`src/rtl/rtg_pkg.sv`:
```
package rtg_pkg;
   localparam int FIELD_W  = 11;
   localparam int BP_LSB   = 22;
   localparam int SW_LSB   = 11;
   localparam int FP_LSB   = 0;
   localparam int LINES_LSB = 16;
   localparam int ADDR_W   = 3;
   localparam int NUM_BARS = 8;
   localparam int BAR_IDX_W = $clog2(NUM_BARS);

   localparam logic [ADDR_W-1:0] A_MODE = 3'd0;
   localparam logic [ADDR_W-1:0] A_HTIM = 3'd1;
   localparam logic [ADDR_W-1:0] A_VTIM = 3'd2;
   localparam logic [ADDR_W-1:0] A_SIZE = 3'd3;
   localparam logic [ADDR_W-1:0] A_BGND = 3'd4;
   localparam logic [ADDR_W-1:0] A_POL  = 3'd5;

   typedef enum logic [1:0] {PATH_OFF, PATH_NORMAL, PATH_BARS} path_e;

   typedef struct packed {
      logic [FIELD_W-1:0] bp;
      logic [FIELD_W-1:0] sw;
      logic [FIELD_W-1:0] fp;
   } porch_t;

   function automatic path_e decode_mode(input logic [2:0] m);
      case (m)
         3'd1, 3'd2, 3'd3: return PATH_NORMAL;
         3'd4:             return PATH_BARS;
         default:          return PATH_OFF;
      endcase
   endfunction

   function automatic porch_t unpack_porch(input logic [31:0] w);
      porch_t p;
      p.bp = FIELD_W'(w[31:BP_LSB]);
      p.sw = w[SW_LSB +: FIELD_W];
      p.fp = w[FP_LSB +: FIELD_W];
      return p;
   endfunction
endpackage

```
`src/rtl/rtg_cfg_regs.sv`:
```
module rtg_cfg_regs
   import rtg_pkg::*;
#(
   parameter int ACT_W = 12,
   parameter int H_ACT = 800,
   parameter int H_FP  = 42,
   parameter int H_SW  = 128,
   parameter int H_BP  = 86,
   parameter int V_ACT = 480,
   parameter int V_FP  = 10,
   parameter int V_SW  = 2,
   parameter int V_BP  = 33,
   parameter logic [23:0] BG_RESET = 24'h7F7F7F
) (
   input  logic              clk,
   input  logic              rst_n,
   input  logic              cfg_we,
   input  logic [ADDR_W-1:0] cfg_addr,
   input  logic [31:0]       cfg_wdata,
   input  logic              load_shadow,
   output path_e             path,
   output logic              pol_h,
   output logic              pol_v,
   output logic [23:0]       bg,
   output porch_t            sh_h,
   output porch_t            sh_v,
   output logic [ACT_W-1:0]  sh_hact,
   output logic [ACT_W-1:0]  sh_vact
);
   localparam porch_t H_RST = '{bp: FIELD_W'(H_BP), sw: FIELD_W'(H_SW), fp: FIELD_W'(H_FP)};
   localparam porch_t V_RST = '{bp: FIELD_W'(V_BP), sw: FIELD_W'(V_SW), fp: FIELD_W'(V_FP)};

   logic [2:0]       mode_q;
   porch_t           h_live, v_live;
   logic [ACT_W-1:0] hact_live, vact_live;
   logic [1:0]       pol_q;

   always_ff @(posedge clk or negedge rst_n) begin
      if (!rst_n) begin
         mode_q    <= 3'd0;
         h_live    <= H_RST;
         v_live    <= V_RST;
         hact_live <= ACT_W'(H_ACT);
         vact_live <= ACT_W'(V_ACT);
         bg        <= BG_RESET;
         pol_q     <= 2'b00;
      end else if (cfg_we) begin
         case (cfg_addr)
            A_MODE: mode_q <= cfg_wdata[2:0];
            A_HTIM: h_live <= unpack_porch(cfg_wdata);
            A_VTIM: v_live <= unpack_porch(cfg_wdata);
            A_SIZE: begin
               hact_live <= cfg_wdata[0 +: ACT_W];
               vact_live <= cfg_wdata[LINES_LSB +: ACT_W];
            end
            A_BGND: bg    <= cfg_wdata[23:0];
            A_POL:  pol_q <= cfg_wdata[1:0];
            default: ;
         endcase
      end
   end

   always_ff @(posedge clk or negedge rst_n) begin
      if (!rst_n) begin
         sh_h    <= H_RST;
         sh_v    <= V_RST;
         sh_hact <= ACT_W'(H_ACT);
         sh_vact <= ACT_W'(V_ACT);
      end else if (load_shadow) begin
         sh_h    <= h_live;
         sh_v    <= v_live;
         sh_hact <= hact_live;
         sh_vact <= vact_live;
      end
   end

   assign path  = decode_mode(mode_q);
   assign pol_h = pol_q[0];
   assign pol_v = pol_q[1];

   // shadow timing moves only on a load request
   a_r11_shadow_hold: assert property (@(posedge clk) disable iff (!rst_n)
      !load_shadow |=> ($stable(sh_h) && $stable(sh_v) && $stable(sh_hact) && $stable(sh_vact)));
endmodule

```
`src/rtl/rtg_axis.sv`:
```
module rtg_axis
   import rtg_pkg::*;
#(
   parameter int ACT_W = 12,
   parameter int TOT_W = 14
) (
   input  logic             clk,
   input  logic             rst_n,
   input  logic             clear,
   input  logic             step,
   input  logic [ACT_W-1:0] act,
   input  porch_t           porch,
   output logic [ACT_W-1:0] pos,
   output logic             last,
   output logic             in_act,
   output logic             in_sync
);
   logic [TOT_W-1:0] cnt, total, sync_lo, sync_hi;

   assign sync_lo = TOT_W'(act) + TOT_W'(porch.fp);
   assign sync_hi = sync_lo + TOT_W'(porch.sw);
   assign total   = sync_hi + TOT_W'(porch.bp);

   assign last    = (cnt == total - 1'b1);
   assign in_act  = (cnt < TOT_W'(act));
   assign in_sync = (cnt >= sync_lo) && (cnt < sync_hi);
   assign pos     = cnt[ACT_W-1:0];

   always_ff @(posedge clk or negedge rst_n) begin
      if (!rst_n)     cnt <= '0;
      else if (clear) cnt <= '0;
      else if (step)  cnt <= last ? '0 : cnt + 1'b1;
   end

   // counter holds between steps
   a_r3_hold_idle: assert property (@(posedge clk) disable iff (!rst_n)
      (!clear && !step) |=> $stable(cnt));
   // wrap to the origin after the last position
   a_r2_wrap_zero: assert property (@(posedge clk) disable iff (!rst_n)
      (!clear && step && last) |=> (cnt == '0));
   // counter stays inside the period
   a_r2_in_period: assert property (@(posedge clk) disable iff (!rst_n)
      (!clear && total != '0) |-> (cnt < total));
endmodule

```
`src/rtl/rtg_pixel.sv`:
```
module rtg_pixel
   import rtg_pkg::*;
#(
   parameter int ACT_W = 12
) (
   input  logic             clk,
   input  logic             rst_n,
   input  path_e            path,
   input  logic             pol_h,
   input  logic             pol_v,
   input  logic [23:0]      bg,
   input  logic             plane_valid,
   input  logic [ACT_W-1:0] bar_w,
   input  logic [ACT_W-1:0] hpos,
   input  logic [ACT_W-1:0] vpos,
   input  logic             h_last,
   input  logic             h_in_act,
   input  logic             v_in_act,
   input  logic             h_in_sync,
   input  logic             v_in_sync,
   output logic             hsync,
   output logic             vsync,
   output logic             de,
   output logic [ACT_W-1:0] x,
   output logic [ACT_W-1:0] y,
   output logic [23:0]      rgb
);
   localparam logic [BAR_IDX_W-1:0] LAST_BAR = BAR_IDX_W'(NUM_BARS - 1);

   logic                 run, hs, vs;
   logic [ACT_W-1:0]     bar_pos;
   logic [BAR_IDX_W-1:0] bar_idx;
   logic [23:0]          bar_tab [NUM_BARS];

   for (genvar b = 0; b < NUM_BARS; b++) begin : g_bar
      localparam logic [2:0] IDX = 3'(b);
      assign bar_tab[b] = {{8{~IDX[1]}}, {8{~IDX[2]}}, {8{~IDX[0]}}};
   end

   assign run = (path != PATH_OFF);

   always_ff @(posedge clk or negedge rst_n) begin
      if (!rst_n) begin
         bar_pos <= '0;
         bar_idx <= '0;
      end else if (!run || h_last) begin
         bar_pos <= '0;
         bar_idx <= '0;
      end else if (bar_pos == bar_w - 1'b1 && bar_idx != LAST_BAR) begin
         bar_pos <= '0;
         bar_idx <= bar_idx + 1'b1;
      end else begin
         bar_pos <= bar_pos + 1'b1;
      end
   end

   assign hs    = run & h_in_sync;
   assign vs    = run & v_in_sync;
   assign hsync = pol_h ? hs : ~hs;
   assign vsync = pol_v ? vs : ~vs;
   assign de    = run & h_in_act & v_in_act;
   assign x     = de ? hpos : '0;
   assign y     = de ? vpos : '0;

   always_comb begin
      rgb = 24'h0;
      if (de) begin
         case (path)
            PATH_BARS:   rgb = bar_tab[bar_idx];
            PATH_NORMAL: rgb = plane_valid ? 24'h0 : bg;
            default:     rgb = 24'h0;
         endcase
      end
   end

   // bars advance by at most one within a line
   a_r8_bar_step: assert property (@(posedge clk) disable iff (!rst_n)
      (run && !h_last) |=> (bar_idx == $past(bar_idx) || bar_idx == $past(bar_idx) + 1'b1));
endmodule

```
`src/rtl/raster_timing_gen.sv`:
```
module raster_timing_gen
   import rtg_pkg::*;
#(
   parameter int ACT_W = 12,
   parameter int H_ACT = 800,
   parameter int H_FP  = 42,
   parameter int H_SW  = 128,
   parameter int H_BP  = 86,
   parameter int V_ACT = 480,
   parameter int V_FP  = 10,
   parameter int V_SW  = 2,
   parameter int V_BP  = 33,
   parameter logic [23:0] BG_RESET = 24'h7F7F7F
) (
   input  logic             clk,
   input  logic             rst_n,
   input  logic             cfg_we,
   input  logic [2:0]       cfg_addr,
   input  logic [31:0]      cfg_wdata,
   input  logic             plane_valid,
   output logic             hsync,
   output logic             vsync,
   output logic             de,
   output logic [ACT_W-1:0] x,
   output logic [ACT_W-1:0] y,
   output logic [23:0]      rgb
);
   localparam int WIDE_W = (ACT_W > FIELD_W) ? ACT_W : FIELD_W;
   localparam int TOT_W  = WIDE_W + 2;

   if (ACT_W < 4 || ACT_W > 16) begin : g_bad_width
      $error("ACT_W must lie in 4..16");
   end
   if (H_ACT >= (1 << ACT_W) || V_ACT >= (1 << ACT_W)) begin : g_bad_default
      $error("default active size does not fit ACT_W");
   end

   path_e            path;
   logic             pol_h, pol_v, load_shadow, run;
   logic [23:0]      bg;
   porch_t           sh_h, sh_v;
   logic [ACT_W-1:0] sh_hact, sh_vact, hpos, vpos, bar_w;
   logic             h_last, v_last, h_in_act, v_in_act, h_in_sync, v_in_sync;

   assign run         = (path != PATH_OFF);
   assign load_shadow = !run || (h_last && v_last);
   assign bar_w       = sh_hact >> BAR_IDX_W;

   rtg_cfg_regs #(
      .ACT_W(ACT_W), .H_ACT(H_ACT), .H_FP(H_FP), .H_SW(H_SW), .H_BP(H_BP),
      .V_ACT(V_ACT), .V_FP(V_FP), .V_SW(V_SW), .V_BP(V_BP), .BG_RESET(BG_RESET)
   ) u_regs (
      .clk(clk), .rst_n(rst_n), .cfg_we(cfg_we), .cfg_addr(cfg_addr),
      .cfg_wdata(cfg_wdata), .load_shadow(load_shadow), .path(path),
      .pol_h(pol_h), .pol_v(pol_v), .bg(bg), .sh_h(sh_h), .sh_v(sh_v),
      .sh_hact(sh_hact), .sh_vact(sh_vact)
   );

   rtg_axis #(.ACT_W(ACT_W), .TOT_W(TOT_W)) u_hax (
      .clk(clk), .rst_n(rst_n), .clear(!run), .step(1'b1), .act(sh_hact),
      .porch(sh_h), .pos(hpos), .last(h_last), .in_act(h_in_act), .in_sync(h_in_sync)
   );

   rtg_axis #(.ACT_W(ACT_W), .TOT_W(TOT_W)) u_vax (
      .clk(clk), .rst_n(rst_n), .clear(!run), .step(h_last), .act(sh_vact),
      .porch(sh_v), .pos(vpos), .last(v_last), .in_act(v_in_act), .in_sync(v_in_sync)
   );

   rtg_pixel #(.ACT_W(ACT_W)) u_pix (
      .clk(clk), .rst_n(rst_n), .path(path), .pol_h(pol_h), .pol_v(pol_v),
      .bg(bg), .plane_valid(plane_valid), .bar_w(bar_w), .hpos(hpos), .vpos(vpos),
      .h_last(h_last), .h_in_act(h_in_act), .v_in_act(v_in_act),
      .h_in_sync(h_in_sync), .v_in_sync(v_in_sync), .hsync(hsync), .vsync(vsync),
      .de(de), .x(x), .y(y), .rgb(rgb)
   );

   // an off cycle leaves the raster at its origin
   a_r7_origin_after_off: assert property (@(posedge clk) disable iff (!rst_n)
      (path == PATH_OFF) |=> (x == '0 && y == '0));
   // reported column stays inside the active width
   a_r4_x_in_active: assert property (@(posedge clk) disable iff (!rst_n)
      de |-> (x < sh_hact));
endmodule

```
`config.mk`:
```
export PLATFORM = sky130hd
export DESIGN_NAME = raster_timing_gen
export DESIGN_NICKNAME = d
export VERILOG_FILES = /design/src/rtl/rtg_pkg.sv /design/src/rtl/rtg_cfg_regs.sv /design/src/rtl/rtg_axis.sv /design/src/rtl/rtg_pixel.sv /design/src/rtl/raster_timing_gen.sv
export SDC_FILE = /design/constraint.sdc
export NUM_CORES = 1
export LEC_CHECK = 0
export BUFFER_PORTS_ARGS = -buffer_cell sky130_fd_sc_hd__buf_2
export CORE_AREA = 2 2 207 209
export CTS_CLUSTER_SIZE = 20
export DETAILED_ROUTE_END_ITERATION = 8
export DIE_AREA = 0 0 209 211
export PLACE_DENSITY = 0.59
export SKIP_LAST_GASP = 1
export SYNTH_ARGS = -nofsm -noshare
export SYNTH_HDL_FRONTEND = slang
export SYNTH_SLANG_ARGS = --single-unit
```
`constraint.sdc`:
```
create_clock -name clk -period 5.7 [get_ports clk]
set_clock_uncertainty 0.1 [all_clocks]
set_input_delay 0.285 -clock clk [delete_from_list [all_inputs] [get_ports clk]]
set_output_delay 0.285 -clock clk [all_outputs]
set_load 0.03 [all_outputs]
```
==> results of run 1 <==
metrics by stage:
stage / setup WS [ns] / setup TNS (ns) / cell area, um2
after global placement: -0.554 / -56.02 / 19100
after CTS: -0.435 / -45.95 / 20500
final: -0.421 / -35.32 / 22000
after global routing: -0.660 / -67.57 / 22000
after detailed placement: -0.655 / -70.56 / 19100
after floorplan: 0.0147 / 0 / 16700
cell type report:
cell class,instances,share of cell area
clock inverter,8,0.00477
multi-input combinational,1157,0.497
tap,539,0.0306
timing repair buffer,347,0.128
clock buffer,42,0.0355
inverter,113,0.0194
sequential,248,0.285
sequential cells by signal (all words and copies together), names as in the netlist, 14 cells and up:
name	cells
u_regs.sh_h	32
u_regs.h_live	32
u_regs.sh_v	32
u_hax.cnt	14
u_regs.bg	24
u_regs.v_live	32
u_vax.cnt	14
logic make-up (layout without fill, tap and decap cells):
kind of cell,Yosys count,count (layout),synth area share
AOI/OAI and AO/OA,298,298,0.125
xor gates and xnor gates,122,122,0.0672
adders and majority gates,161,161,0.123
buffers and inverters,173,510,0.0414
DFF,248,248,0.378
muxes,212,212,0.143
and+or+nand+nor,363,364,0.123
cells in the mapped netlist (5+ instances only):
cell / count
dfrtp_1: 187
mux2_2: 185
ha_1: 147
inv_1: 112
a21oi_1: 81
nor2_1: 71
xnor2_1: 67
dfstp_2: 61
xor2_1: 51
nand2_1: 43
clkbuf_1: 42
a21o_1: 38
nor4_1: 35
and3_1: 34
nand3_1: 30
nor3b_1: 30
o21ai_0: 28
nor3_1: 27
mux2_1: 21
nand2b_1: 20
nand4_1: 19
o21ai_1: 15
nor2b_1: 14
a211oi_1: 13
a32oi_1: 13
o21a_1: 13
o211ai_1: 11
buf_2: 8
or3_1: 8
a31oi_1: 7
maj3_1: 7
o21bai_1: 7
fa_1: 6
mux2i_1: 6
buf_1: 5
repair_timing:
item | CTS | global route
endpoints found under the hold margin | 180 | 2
hold buffers | 31 | 1
cloned | 1 | 10
endpoints found under the setup margin | 133 | 133
buffers inserted | 2 | 30
gates resized for setup | 36 | 252
pin swaps | 22 | 120
worst reg2reg max path, cell delays in order (launching register included):
cell and delay [ns]:
dfrtp_1 0.43, ha_4 0.20, fa_2 0.36, a211oi_2 0.21, nor2_2 0.07, o21a_1 0.21, nor2_2 0.16, xnor2_2 0.18
ha_4 0.26, or3b_4 0.24, o2111ai_4 0.13, a311oi_4 0.33, xor2_1 0.21, ha_2 0.32, o31ai_2 0.18, inv_1 0.11
a311oi_2 0.29, buf_4 0.19, o311a_1 0.18, mux2_4 0.15, mux2i_1 0.06, mux2i_1 0.24, nand4_1 0.19, o21ai_4 0.26
clkbuf_16 0.24, buf_16 0.15, mux2_2 0.34
metal layers:
| layer | global-route usage | part of all wire | routed length (um) |
|---|---|---|---|
| met1 | 0.295 | 0.47 | 22800 |
| met2 | 0.343 | 0.46 | 22600 |
| met4 | 0.0734 | 0.030 | 1480 |
| met5 | 0 | 0 | 0 |
| met3 | 0.0262 | 0.041 | 1990 |
worst min-delay path by stage:
stage          slack (ns)           endpoint
6_report             0.04      u_regs.bg[10]
5_1_grt             0.007      u_regs.bg[10]
3_5_place_dp         0.30  u_regs.v_live[13]
3_3_place_gp         0.28  u_regs.v_live[13]
4_1_cts             0.005      u_regs.bg[10]
2_1_floorplan       -0.11       u_hax.cnt[0]
==> metrics.md, run 1 <==
| Metric | Value |
|---|---|
| Status | finished with violations |
| Violated checks | negative setup slack |
| # clock sinks | 248 |
| Worst-path clk slew | approximately 0.060 ns |
| Hold WS | 0.0371 ns |
| Area leader, netlist | dfrtp_1 |
| Core ar. | ~42000 um2 |
| Count of pins over their slew limit | 0 |
| H-tree lvl count | 1 |
| Hold WC Path Type | input port to flop |
| Fin cells | 2454 |
| First-pass detailed-route iteration total | 7 |
| FFs w/ async S/R, synth | 1.00 |
| Post-synth EDFFs | 0 |
| Sequential fraction of the synthesis area | 0.378 |
| RR Endpoint | u_regs.sh_v[0] |
| Setup-failing EPs final | roughly 110 |
| Initial Utilization | 0.398 |
| Largest net degree at the start of global routing | 108 |
| DR iter-0 viols | 629 |
| Final nets | 2086 |
| Initial antenna violation count | 0 |
| Global-route wire length before repair | 73500 um |
| Yosys reg bits | 248 |
| Fill count | 3608 |
| Commonest cells after routing, fill and taps aside | 196 x buf_4, 187 x dfrtp_1, 135 x ha_1 |
| Slew Limit Headroom | 0.257 |
| Drt wl/cell | 19.9 um |
| IO Count | 90 |
| Distinct cell type count after synthesis | 89 |
| Hold Vio Cnt, Final | 0 |
| Reg2reg start | u_regs.sh_v[0] |
| Site Rows | 75 |
| Synth Flop Type | dfrtp_1 |
| Sequential cell area | 6280 um2 |
| Startpoint types | flop |
| Clock root cell | clkbuf_16 |
| Max-Cap Viols | 0 |
| Critical Path Slowest Stage Cell | dfrtp_1 |
| Vias/cell | between 5 and 6 |
| DRT Wirelength | 48900 um |
| Clk_lat worst skew | 0.58 ns |
| Synth Warn # | 0 |
| Max FO, Critical Path | 10 |
| Peak Freq | approximately 160 MHz |
| Area of the multi-input gates | 11000 um2 |
| Worst path depth | 26 |
| Most common cell after layout, fill and taps aside | buf_4 |
| Top post-synthesis cells by area | dfrtp_1 28%, mux2_2 13%, ha_1 11%, dfstp_2 9.6%, xnor2_1 3.5% |
| Worst EP required | 6.06 ns |
| Avg Inst Size Synth | 10.5 um2 |
| Critical path class | flop to flop |
| CTS buffer count | 27 |
| Critical path buffers and inverters | 4 |
| Crit path launch | u_regs.sh_v[0] |
| Detail Placement HPWL | roughly 35000 um |
| Post-synth net total | 1769 |
| CP Capture Type | flop |
| Reg2Reg Setup Slack | -0.42 ns |
| Die H | 211 um |
| Setup crit end | u_regs.sh_v[0] |
| Via Count | 13400 |
| Final WS setup | -0.421 ns |
| Chip width | between 200 and 250 um |
| RD Place Congestion | 0.857 |
| # diodes | 0 |
| I/O Buffers | 89 |
| DRC violations left | 0 |
| Reg2reg path depth | 26 |
| Inst Count DP | 2331 |
| Area Overhead vs Synth | 32.5% |
| Max clock buf depth | 3 |
| Worst path top cell family by delay | compound AO/OA/AOI/OAI gates |
| Finished Core Util | 0.528 |
| CTS tree | built |
| Die ar. | 44100 um2 |
| Hold_sp | cfg_wdata[10] |
| Crit path arrival time | between 6 and 7 ns |
| CP peak stage delay | 0.43 ns |
| Mapped Cells | 1577 |
| Minimum clock period after layout | between 6 and 7 ns |
| Post-Syn Area | 16600 um2 |
| Synth top area share | 0.281 |
| Grt ovf | 0 |
| Hold Crit Depth | 2 |
| Antenna-violating nets left | 0 |
| GRT Util Overall | 0.212 |
| Vias in the first global route | 13200 |
| Fraction of layout instances using a drive strength above 1 | 0.416 |
| Period utilization | 1.07 |
| RSZ-0062 raised after global routing | yes |
| Least-Margin Pin Slew | 1.11 ns |
Power of run 1 is not shown: default switching activity piles up to over one toggle a cycle in this logic, so the estimate is an artifact.
==> run 2: changes to the inputs <==
Settings changed: CORE_AREA 2 2 207 209 to 2 2 213 215, DIE_AREA 0 0 209 211 to 0 0 215 217, SYNTH_HIERARCHICAL from default to 1.
==> run 2 against run 1 <==
Compared with the run above: the run still ends with negative setup slack left; die area up 5.8%; register-to-register slack better by 0.17 ns; worst setup slack better by 0.17 ns; critical path depth is the same; utilization shrank 2.2 points.
==> metrics.md, run 2 <==
| Metric | Value |
|---|---|
| Mapped Cells | roughly 1600 |
| I/O Buffers | 89 |
| Chip width | between 200 and 250 um |
| GRT Util Overall | 0.208 |
| # clock sinks | 248 |
| Antenna-violating nets left | 0 |
| Drt wl/cell | 19.3 um |
| Vias in the first global route | approximately 14000 |
| Most instantiated library cell after synthesis | dfrtp_1 |
| CTS buffer count | 29 |
| Hold WC Path Type | input port to flop |
| Initial Utilization | 0.393 |
| Synth top area share | 0.266 |
| Reg2Reg Setup Slack | -0.25 ns |
| Status | finished with violations |
| Die ar. | between 40000 and 50000 um2 |
| Most common cell after layout, fill and taps aside | dfrtp_1 |
| Synth Flop Type | dfrtp_1 |
| Area leader, netlist | dfrtp_1 |
| Post-Syn Area | 17600 um2 |
| Finished Core Util | 0.506 |
| RSZ-0062 raised after global routing | yes |
| Site Rows | 78 |
| CP Capture Type | output port |
| Final nets | approximately 2100 |
| Worst EP required | 5.32 ns |
| RD Place Congestion | 0.886 |
| Period utilization | 1.04 |
| Slew Limit Headroom | 0.179 |
| Clk_lat worst skew | 0.59 ns |
| Worst-path clk slew | 0.06 ns |
| Die H | 217 um |
| H-tree lvl count | 1 |
| Global-route wire length before repair | about 77000 um |
| Top cells by count, synth | 187 x dfrtp_1, 165 x ha_1, 133 x inv_1 |
| Yosys reg bits | 248 |
| Count of pins over their slew limit | 0 |
| Crit path launch | u_regs/sh_h[1] |
| Core ar. | 44700 um2 |
| Hold Vio Cnt, Final | 0 |
| Max-Cap Viols | 0 |
| Area Overhead vs Synth | 28.8% |
| Sequential fraction of the synthesis area | 0.358 |
| Synth Warn # | 6 |
| Fraction of layout instances using a drive strength above 1 | 0.396 |
| DR iter-0 viols | between 700 and 800 |
| Vias/cell | between 5 and 6 |
| Clock root cell | clkbuf_16 |
| Reg2reg path depth | 30 |
| Crit path arrival time | 5.57 ns |
| Minimum clock period after layout | 5.95 ns |
| Peak Freq | roughly 170 MHz |
| RR Endpoint | u_regs/sh_hact[6] |
| First-pass detailed-route iteration total | 5 |
| Initial antenna violation count | 2 |
| Setup-failing EPs final | 112 |
| Max FO, Critical Path | 3 |
| Distinct cell type count after synthesis | 101 |
| Commonest cells after routing, fill and taps aside | 187 x dfrtp_1, 168 x mux2_4, 167 x buf_4 |
| DRT Wirelength | 49200 um |
| Least-Margin Pin Slew | 1.22 ns |
| Setup crit end | hsync |
| Avg Inst Size Synth | 10.7 um2 |
| Via Count | 13400 |
| FFs w/ async S/R, synth | 1.00 |
| Max clock buf depth | 3 |
| DRC violations left | 0 |
| Final WS setup | -0.255 ns |
| Largest net degree at the start of global routing | 162 |
| Grt ovf | 0 |
| Reg2reg start | u_regs/sh_h[1] |
| Critical path class | flop to output port |
| Startpoint types | flop |
| Post-synth EDFFs | 0 |
| Detail Placement HPWL | 33600 um |
| Top post-synthesis cells by area | dfrtp_1 27%, ha_1 12%, dfstp_2 9.1%, mux2_2 8.0%, mux2_4 6.9% |
| Fill count | ~4000 |
| IO Count | 90 |
| CTS tree | built |
| Violated checks | negative setup slack |
[run 2: changes by cell type after synthesis, moves of 24 or more]
cell	delta
buf_4	+27
nor3b_1	-28
mux2_2	-60
nand2_1	+36
mux2_4	+81
and2_1	+24
nor4_1	-27
[run 2: worst min path at each step]
| stage | from | end | slack, ns | cells after the start |
|---|---|---|---|---|
| 3_5_place_dp | rst_n | u_hax/cnt[6] | 0.26 | 1 |
| 6_report | cfg_wdata[22] | u_regs/v_live[22] | 0.05 | 2 |
| 4_1_cts | cfg_wdata[9] | u_regs/h_live[9] | 0.02 | 2 |
| 2_1_floorplan | rst_n | u_hax/cnt[0] | -0.11 | 0 |
| 5_1_grt | cfg_wdata[22] | u_regs/v_live[22] | 0.03 | 2 |
| 3_3_place_gp | rst_n | u_hax/cnt[6] | 0.26 | 1 |
[run 2: through the flow]
stage	setup WS [ns]	std cells	hold slack [ns]	TNS, ns	instance area, um2
floorplan	0.0135	1648	-0.111	0	17600
global placement	-0.311	2396	0.255	-23.20	19400
detailed placement	-0.400	2396	0.258	-31.46	19400
CTS	-0.183	2542	0.0198	-5.70	22200
global route	-0.537	2549	0.0320	-52.12	22600
finish	-0.255	2550	0.0509	-15.91	22600
[run 2: layout make-up]
cell class	instances	area, um2	area share
antenna	1	2.50	0.000111
clock buffer	43	818	0.0362
clock inverter	11	205	0.00907
inverter	133	499	0.0221
multi-input combinational	1191	11400	0.504
sequential	248	6280	0.278
tap	600	751	0.0332
timing repair buffer	323	2680	0.118
[run 2: what timing repair did]
item,in CTS,in global routing
pin swaps,55,52
hold buffers,31,0
gates cloned,11,3
setup endpoints to repair,119,133
setup buffers,52,11
hold endpoints to repair,172,0
resized for setup,190,95
[run 2: logic make-up (layout without fill, tap and decap cells)]
family	count (synthesis)	in the layout	synth area share
buffers and inverters	211	510	0.0605
other	3	14	0.000641
adders and majority gates	174	174	0.126
DFF	248	248	0.358
AOI/OAI and AO/OA	296	296	0.124
muxes	207	207	0.150
and+or+nand+nor	362	364	0.113
xor gates and xnor gates	137	137	0.0683
[run 2: critical path, cell delays in order, from the launching register on]
cell      delay (ns)
dfstp_2         0.57
inv_2           0.05
fa_2            0.40
nor2b_4         0.15
o21ai_1         0.07
nand2b_1        0.12
xor2_2          0.23
ha_4            0.25
o21a_1          0.12
nor2_2          0.13
nor2b_1         0.06
o21ai_1         0.13
nor2b_4         0.17
xor2_1          0.19
buf_4           0.15
ha_4            0.18
o21a_1          0.10
o21a_1          0.19
o31a_1          0.12
a311o_1         0.29
maj3_2          0.30
maj3_2          0.31
a21boi_2        0.13
nor2b_4         0.17
buf_6           0.14
xnor2_4         0.11
buf_6           0.15
[run 2: per-layer routing]
metal	share of wire	up-vias	track usage
li1	-	6396	-
met3	0.038	69	0.0261
met2	0.47	245	0.342
met4	0.026	2	0.0618
met5	0.00016	-	0
met1	0.47	6669	0.287
Power of run 2 is left out for the same reason.
==> run 3: changes to the inputs <==
--- a/config.mk
+++ b/config.mk
@@ -13,3 +13,2 @@
 export PLACE_DENSITY = 0.59
-export SKIP_LAST_GASP = 1
 export SYNTH_ARGS = -nofsm -noshare
--- a/constraint.sdc
+++ b/constraint.sdc
@@ -4,2 +4,2 @@
 set_output_delay 0.285 -clock clk [all_outputs]
-set_load 0.03 [all_outputs]
+set_load 0.02 [all_outputs]
==> run 3 against run 2 <==
Compared with the run above: global-route usage up 0.42 points; critical endpoint is now u_regs/sh_hact[1]; die area unchanged; flip-flop and latch count unchanged; worst setup slack better by 0.0080 ns; design area up 2.1%; sequential share of layout area down 0.57 points; first-iteration DRC count down 17%; wire length up 1.8%; the run still ends with negative setup slack left; via count up 0.82%; worst hold slack worse by 0.012 ns.
==> metrics.md, run 3 (synthesis results as in run 2) <==
| Metric | Value |
|---|---|
| Area of the multi-input gates | about 12000 um2 |
| Sequential cell area | 6280 um2 |
| Violated checks | negative setup slack |
| # diodes | 0 |
| Final nets | between 2000 and 2500 |
| CP peak stage delay | 0.54 ns |
| H-tree lvl count | 1 |
| DR iter-0 viols | 596 |
| Grt ovf | 0 |
| IO Count | 90 |
| Antenna-violating nets left | 0 |
| Vias/cell | around 5.3 |
| CTS buffer count | 31 |
| Vias in the first global route | about 14000 |
| Largest net degree at the start of global routing | ~120 |
| Site Rows | a little under 80 |
| Area Overhead vs Synth | 31.5% |
| DRC violations left | 0 |
| Hold Crit Depth | 2 |
| Setup-failing EPs final | between 90 and 100 |
| DRT Wirelength | 50100 um |
| CP Capture Type | flop |
| Final WS setup | -0.247 ns |
| Initial Utilization | 0.393 |
| Critical Path Slowest Stage Cell | dfstp_2 |
| Hold Vio Cnt, Final | 0 |
| Initial antenna violation count | 0 |
| Period utilization | 1.04 |
| CP most frequent cell | buf_12 |
| RD Place Congestion | 0.885 |
| Critical path class | flop to flop |
| Detail Placement HPWL | 34000 um |
| Hold WS | 0.0386 ns |
| Count of pins over their slew limit | 0 |
| Chip width | approximately 220 um |
| Peak Freq | 168 MHz |
| Minimum clock period after layout | ~5.9 ns |
| Most common cell after layout, fill and taps aside | dfrtp_1 |
| Reg2reg path depth | 29 |
| Least-Margin Pin Slew | 1.30 ns |
| Crit path arrival time | approximately 6.3 ns |
| Fill count | 3970 |
| RSZ-0062 raised after global routing | yes |
| Core ar. | 44700 um2 |
| GRT Util Overall | 0.212 |
| I/O Buffers | 89 |
| Max clock buf depth | 3 |
| Clk_lat worst skew | 0.59 ns |
| Die ar. | 46700 um2 |
| CTS tree | built |
| # clock sinks | 248 |
| Commonest cells after routing, fill and taps aside | 187 x dfrtp_1, 166 x buf_4, 163 x mux2_4 |
| Worst EP required | 6.07 ns |
| Max-Cap Viols | 0 |
| Fraction of layout instances using a drive strength above 1 | 0.422 |
| Max FO, Critical Path | 7 |
| Hold WC Path Type | input port to flop |
| Drt wl/cell | 19.6 um |
| Critical path buffers and inverters | 7 |
| Clock root cell | clkbuf_16 |
| First-pass detailed-route iteration total | 4 |
| Worst path depth | 29 |
| Die H | between 200 and 250 um |
| Status | finished with violations |
| Startpoint types | flop |
| Slew Limit Headroom | 0.124 |
| Worst path top cell family by delay | compound AO/OA/AOI/OAI gates |
| Via Count | about 13000 |
| Global-route wire length before repair | just under 80000 um |
| Worst-path clk slew | roughly 0.060 ns |
run 3: cell types whose count changed in the layout (fill, tap and decap cells not counted), sizes merged, moves of 2 or more:
| cell | before | now |
|---|---|---|
| buf | 291 | 299 |
| bufinv | 5 | 3 |
| clkbuf | 44 | 49 |
| clkinvlp | 1 | 3 |
run 3: worst paths after layout:
kind                                          start           endpoint  slack (ns)
worst min register to register  u_regs/vact_live[3]  u_regs/sh_vact[3]        0.40
min in group asynchronous                     rst_n       u_hax/cnt[0]        0.18
worst max-delay path                 u_regs/sh_v[1]  u_regs/sh_hact[1]       -0.25
worst min-delay path                   cfg_wdata[9]   u_regs/h_live[9]        0.04
worst max register to register       u_regs/sh_v[1]  u_regs/sh_hact[1]       -0.25
max in group asynchronous                     rst_n  u_regs/v_live[21]        4.14
run 3: per-layer routing:
layer | vias to the layer above | GRT usage | share of wire
met5 | - | 0 | 0
met4 | 0 | 0.0628 | 0.032
met3 | 73 | 0.0246 | 0.030
met2 | 258 | 0.345 | 0.46
met1 | 6753 | 0.298 | 0.48
li1 | 6407 | - | -
run 3: cell type report:
cell class / instances / share of cell area
Multi-Input combinational cell: 1190 / 0.508
Clock buffer: 48 / 0.0389
Sequential cell: 248 / 0.272
Timing Repair Buffer: 331 / 0.121
Inverter: 133 / 0.0216
Clock inverter: 10 / 0.00655
Tap cell: 600 / 0.0325
run 3: repair_timing:
item | CTS | global route
buffers inserted | 48 | 26
pin swaps | 87 | 119
resized for setup | 230 | 97
gates cloned | 8 | 2
hold buffers | 31 | 0
endpoints found under the hold margin | 178 | 0
endpoints found under the setup margin | 119 | 133
run 3: stage by stage:
step           cell area, um2  utilization  setup TNS [ns]  setup slack, ns  std cells
6_report                23100        0.517          -14.82           -0.247       2560
2_1_floorplan           17600            -               0           0.0135       1648
5_1_grt                 23100        0.517          -40.21           -0.462       2560
3_3_place_gp            19400        0.434          -21.97           -0.295       2401
3_5_place_dp            19400        0.434          -26.06           -0.314       2401
4_1_cts                 22400        0.501          -15.01           -0.254       2540
Power of run 3 is left out for the same reason.
